### src/rtl/mac_unit.sv
module mac_unit #(
  parameter int W     = 32,
  parameter int SCALE = 28
) (
  input  logic         clk,
  input  logic         rst_n,
  input  logic         op_valid,
  input  logic [1:0]   op_sel,
  input  logic [W-1:0] opnd_a,
  input  logic [W-1:0] opnd_b,
  input  logic         spr_we,
  input  logic         spr_sel,
  input  logic [W-1:0] spr_wdata,
  input  logic         spr_rd_sel,
  output logic [W-1:0] spr_rdata,
  output logic [W-1:0] res_data,
  output logic         res_valid
);
  localparam int AW = 2 * W;
  localparam logic [1:0] OP_ACC = 2'b00;
  localparam logic [1:0] OP_SUB = 2'b01;
  localparam logic [1:0] OP_CLR = 2'b10;

  logic [AW-1:0]        acc_q;
  logic signed [AW-1:0] a_ext, b_ext, prod, acc_sra;

  assign a_ext   = {{W{opnd_a[W-1]}}, opnd_a};
  assign b_ext   = {{W{opnd_b[W-1]}}, opnd_b};
  assign prod    = a_ext * b_ext;
  assign acc_sra = $signed(acc_q) >>> SCALE;

  assign spr_rdata = spr_rd_sel ? acc_q[AW-1:W] : acc_q[W-1:0];

  always_ff @(posedge clk or negedge rst_n) begin
    if (!rst_n) begin
      acc_q     <= '0;
      res_data  <= '0;
      res_valid <= 1'b0;
    end else begin
      res_valid <= 1'b0;
      if (spr_we) begin
        if (spr_sel) acc_q[AW-1:W] <= spr_wdata;
        else         acc_q[W-1:0]  <= spr_wdata;
      end else if (op_valid) begin
        case (op_sel)
          OP_ACC: acc_q <= acc_q + prod;
          OP_SUB: acc_q <= acc_q - prod;
          OP_CLR: begin
            res_data  <= acc_sra[W-1:0];
            res_valid <= 1'b1;
            acc_q     <= '0;
          end
          default: ;
        endcase
      end
    end
  end
endmodule

### config.mk
export PLATFORM = sky130hd
export DESIGN_NAME = mac_unit
export DESIGN_NICKNAME = d
export VERILOG_FILES = /design/src/rtl/mac_unit.sv
export SDC_FILE = /design/constraint.sdc
export NUM_CORES = 2
export LEC_CHECK = 0
export BUFFER_PORTS_ARGS = -buffer_cell sky130_fd_sc_hd__buf_2
export CORE_MARGIN = 4
export CORE_UTILIZATION = 50
export DETAILED_ROUTE_END_ITERATION = 8
export PLACE_DENSITY = 0.67
export SETUP_SLACK_MARGIN = 0.05
export SYNTH_ARGS = -nofsm -noshare
export SYNTH_HDL_FRONTEND = slang
export SYNTH_SLANG_ARGS = --single-unit
### constraint.sdc
create_clock -name clk -period 5.2 [get_ports clk]
set_input_delay 1.04 -clock clk [delete_from_list [all_inputs] [get_ports clk]]
set_output_delay 1.04 -clock clk [all_outputs]
set_load 0.02 [all_outputs]
Yosys cells after proc, flatten, opt, wreduce, memory -nomap -nowiden
Cells that the tools add are included.
- flip-flop bits (word level): 97
- bits of input ports: 104
- output and inout port bits: 65
- word-level logic and storage cells: 27
- add/subtract/negate cells: 2
- multipliers: 1
- equal/unequal tests: 4
- multiplexer cells: 9
- bitwise logic cells: 1
- reduce and logical (&&, ||, !) cells: 6
- operators by type and width (cell ; number):
    $pmux W64 S3 ; 1
    $mux W64 ; 2
    $mux W32 ; 3
    $add A64 B64 Y64 ; 1
    $mul A32 B32 Y64 ; 1
    $sub A64 B64 Y64 ; 1
    $reduce_and A3 Y1 ; 3
    $reduce_bool A4 Y1 ; 1
    $mux W1 ; 3
    $eq A2 B1 Y1 const B ; 1
    $eq A2 B2 Y1 const B ; 1
    $logic_not A2 Y1 ; 1
    $ne A2 B1 Y1 const B ; 1
    $ne A2 B2 Y1 const B ; 1
    $reduce_bool A2 Y1 ; 1
    $not A1 Y1 ; 1

Longest topological paths before layout
- depth in word-level cells: 5
- mapped depth: 44
- depth with buffers taken out: 41

Least setup slack after synthesis
Ideal clock, no wire load.
- path type: input -> register
- start: in opnd_a[9]
- end: reg acc_q[61]
- setup time: 0.126 ns
- arrival time: 11.100 ns
- required time: 5.074 ns
- path slack: -6.026 ns
- stages: 40
- path buffers: 2
- path through: clkbuf_1 nand2_1 fa_1 inv_1 fa_1 fa_1 inv_1 fa_1 inv_1 fa_1 inv_1 fa_1 inv_1 fa_1 fa_1 ha_1 nand2_2 a2111oi_0 [4 not listed] and4_1 nand4_2 nor3_1 nand2_1 o21ai_0 xor2_1 ha_1 clkbuf_1 a21oi_1 o21ai_0 a221o_1 a311o_1 a31o_2 a221o_1 a21oi_1 xnor2_1 a221oi_1 nor2_1
- word-level cells in the longest chain between the ends: 5
- elaborated cells between the ends (all ways): 6
- classes of those cells: add/sub (2); mul (1); mux (3)
- RTL lines (item ; RTL line ; RTL):
    start: declaration ; 9 ; input logic [W-1:0] opnd_a,
    $mul A32 B32 Y64 * ; 29 ; assign prod = a_ext * b_ext;
    $sub A64 B64 Y64 / $add A64 B64 Y64 (equally long branches) ; 47, 46 ;
    $pmux W64 S3 * ; 45 ; case (op_sel)
    $mux W64 * ; 44 ; end else if (op_valid) begin
    $mux W64 * ; 41 ; if (spr_we) begin
    end signal: indexed assignment ; 42 ; if (spr_sel) acc_q[AW-1:W] <= spr_wdata;
    end signal: assignment ; 46 ; OP_ACC: acc_q <= acc_q + prod;
    end signal: assignment ; 47 ; OP_SUB: acc_q <= acc_q - prod;
    end: declaration ; 24 ; logic [AW-1:0] acc_q;
Mark *: on every way between the ends. The rest lies on a longest branch, timed or not. The select of a mux whose other input is x is not followed.
A chain may end at the register's enable or synchronous reset.

Final worst setup path
- start: in opnd_a[11]
- end: reg acc_q[63]
The elaborated chain is that of the path after synthesis.

==> flow_summary.toml <==
[status]
status = "complete, but fails checks"
violations = "negative setup slack"

[min_path]
hp-class = "reg -> reg"

[route]
dr.pass1.iters = 6
via_count = 38623
wl_um = 134000
vias_per_cell = 5.39
drcViolationCount = 0
drt-initial-drc-count = 2882
drtAntennaViolNets = 0
wl_per_cell_um = 18.7

[timing]
min_period_over_period_pct = 207
finalMaxSlewViolations = 0
skew_ns = 0.0151
finalSetupViolCount = 59
fin_crit_ns = 10.79
max-slew-margin-rel_pct = 33.9
fin_ws_ns = -5.59
fmax_mhz = 92.7
tightest_slew_ns = 0.990
rsz0062_at_grt = "yes"
finalHoldViolCount = 0

[synthesis]
postSynthAreaPerCell_um2 = 9.01
synth_ff_type = "dfrtp_1"
synthArstFlopShare_pct = 100
ys_seq_area_share_pct = 5.28
ys_types = 87
synth.ff_latch_count = 97
netlist_area_um2 = 46000
synth-edff-count = 0
syn_nets = 6540
postSynthCellCount = 5105
ys_warn_count = 0

[global_routing]
antenna_found_initial = 1
grt_pass1_vias = 41390
grt-ovfl-total = 0
grt_max_degree = 52
gr-usage-all-layers_pct = 27.9
grt_pass1_wl_um = 220000

[job]
drv_cap = 0

[worst_setup_path]
cp_max_fo = 6
crit_path_start_kind = "primary input"
crit_type = "in -> reg"
endpoint_kind = "register"
critPathMaxStageDelay_ns = 0.58
crit_required_ns = 5.42
cp_data_arrival_time_ns = 11.00
cp_slowest_cell = "fa_1"
path_common_cell = "fa_1"

[floorplanning]
die_w_um = 311
fp-row-count = 110
die_h_um = 311
die-area_um2 = 96900
io_pins = 169
initial_core_util_pct = 50.7
core-area_um2 = 90700

[placement]
dp_hpwl_um = 114000
io_buffers = 168
gp_congestion = 0.935

[clock_tree]
clock_latency_ns = 0.36
cts_tree = "done"
htree_levels = 3
cts_root_buf = "clkbuf_16"
cts_inserted_buffers = 9
clock-sinks = 97
clkTransAtPathRegs_ns = 0.07
clockBufferDepth = 2

[finish]
final_core_util_pct = 64.9
drive_gt1_share_pct = 27.5
area_growth_pct = 27.9
nets = 7425
fillCellCount = 7279
## synth_stat cells (6+ instances only)
cell type  count  area share [%]
and2_1       479             6.5
nand3_1       39            0.42
and3_1        28            0.38
and4_1         8            0.15
fa_1        1083              47
xor2_1        73             1.4
nor3_1        32            0.35
nand2b_1      28            0.38
a22oi_1       24            0.39
nor2b_1       10            0.14
mux2_2        58             1.4
a21oi_1      163             1.8
o211ai_1      19            0.31
a221oi_1      30            0.57
nor4_1        14            0.19
a211o_1        9            0.17
o21bai_1      18            0.29
ha_1         248             6.7
clkbuf_1     258             2.1
o21ai_1       14            0.15
a211oi_1      20            0.33
or3_1         14            0.19
inv_1        985             8.0
o21a_1        18            0.29
buf_1          6           0.049
a31oi_1       23            0.31
nor2_1       175             1.4
xnor2_1      114             2.2
dfrtp_1       97             5.3
nand2_1      665             5.4
o31ai_1        9            0.15
a21o_1        62             1.0
nand4_1       29            0.39
o21ai_0      128             1.4
o22ai_1        6           0.082
## metrics by stage
step | instance area, um2 | cells | setup WS (ns) | setup TNS (ns) | hold WS [ns]
finish | 58800 | 7172 | -5.59 | -255.41 | 0.505
global route | 58800 | 7171 | -5.89 | -272.05 | 0.524
CTS | 57700 | 7138 | -5.51 | -250.67 | 0.507
detailed placement | 54500 | 7032 | -6.30 | -292.49 | 0.491
global placement | 54500 | 7032 | -6.22 | -289.41 | 0.487
floorplan | 46700 | 5105 | -5.48 | -218.42 | 0.471
## path summary, 6_finish.rpt
| kind | start | cells after the start | slack (ns) | endpoint |
|---|---|---|---|---|
| setup / recovery | opnd_a[11] | 43 | -5.59 | acc_q[63]$_DFFE_PN0P_ |
| min in group asynchronous | rst_n | 1 | 0.69 | res_data[13]$_DFFE_PN0P_ |
| setup reg to reg | acc_q[0]$_DFFE_PN0P_ | 18 | 1.27 | acc_q[60]$_DFFE_PN0P_ |
| max in group asynchronous | rst_n | 2 | 3.39 | acc_q[62]$_DFFE_PN0P_ |
| hold / removal | res_data[12]$_DFFE_PN0P_ | 1 | 0.50 | res_data[12]$_DFFE_PN0P_ |
| hold reg to reg | res_data[12]$_DFFE_PN0P_ | 1 | 0.50 | res_data[12]$_DFFE_PN0P_ |
## cell families (layout without fill, tap and decap cells)
logic type      Yosys count  in the layout  share of synthesized area (%)
buf+inv                1257           2147                           10.3
xor+xnor                187            187                           3.56
other cells               0              1                              0
fa+ha+maj              1331           1331                           53.9
compound gates          604            604                           8.52
simple gates           1566           1566                           16.9
mux                      63             63                           1.53
flops                    97             97                           5.28
## cell usage in the layout (no fill, tap or decap), drive strengths merged, types with 20 or more instances in the layout
cell type / instances
a21oi: 164
and3: 28
and2: 481
a22oi: 24
o21ai: 142
a21o: 62
nand4: 32
dfrtp: 97
a221oi: 30
ha: 248
xor2: 73
xnor2: 114
nand3: 40
buf: 1141
inv: 988
nand2: 668
a211oi: 20
mux2: 58
fa: 1083
a31oi: 25
nor3: 33
nand2b: 28
nor2: 175
## layer usage
metal  vias up  global-route usage (%)  part of all wire, %
li1      17404                       -                    -
met1     19759                    38.9                   42
met2      1246                    48.2                   50
met3       212                    2.64                  5.8
met4         2                    5.42                  2.3
met5         -                       0               0.0082
## state kept, by name, summed over array words and instances (netlist names)
name,count
res_valid,1
acc_q,64
res_data,32
## worst max-delay path: cells and delay by family
family | cells | cell delay, ns
AOI/OAI and AO/OA | 16 | 2.99
xor gates and xnor gates | 4 | 0.75
adders and majority gates | 10 | 4.66
buffers and inverters | 9 | 0.93
and+or+nand+nor | 4 | 0.59
## what timing repair did
item,in CTS,in global routing
buffers inserted,107,45
gates resized for setup,495,182
endpoints found under the setup margin,59,59
hold buffers,0,0
cloned,1,1
pin swaps,261,136
## area by class of cell
| cell class | count | area (um2) | share of cell area (%) |
|---|---|---|---|
| clock inverters | 6 | 73.8 | 0.125 |
| multi-input cells | 3751 | 41600 | 70.8 |
| well taps | 1176 | 1470 | 2.50 |
| diodes | 1 | 2.50 | 0.00425 |
| repair buffers | 1145 | 9270 | 15.8 |
| clock buffers | 10 | 229 | 0.389 |
| inverters | 986 | 3700 | 6.30 |
| flip-flops and latches | 97 | 2430 | 4.13 |
Power is left out: the tool's default activity adds up to more than one toggle a clock period on the data nets, which glitch-free logic cannot reach.
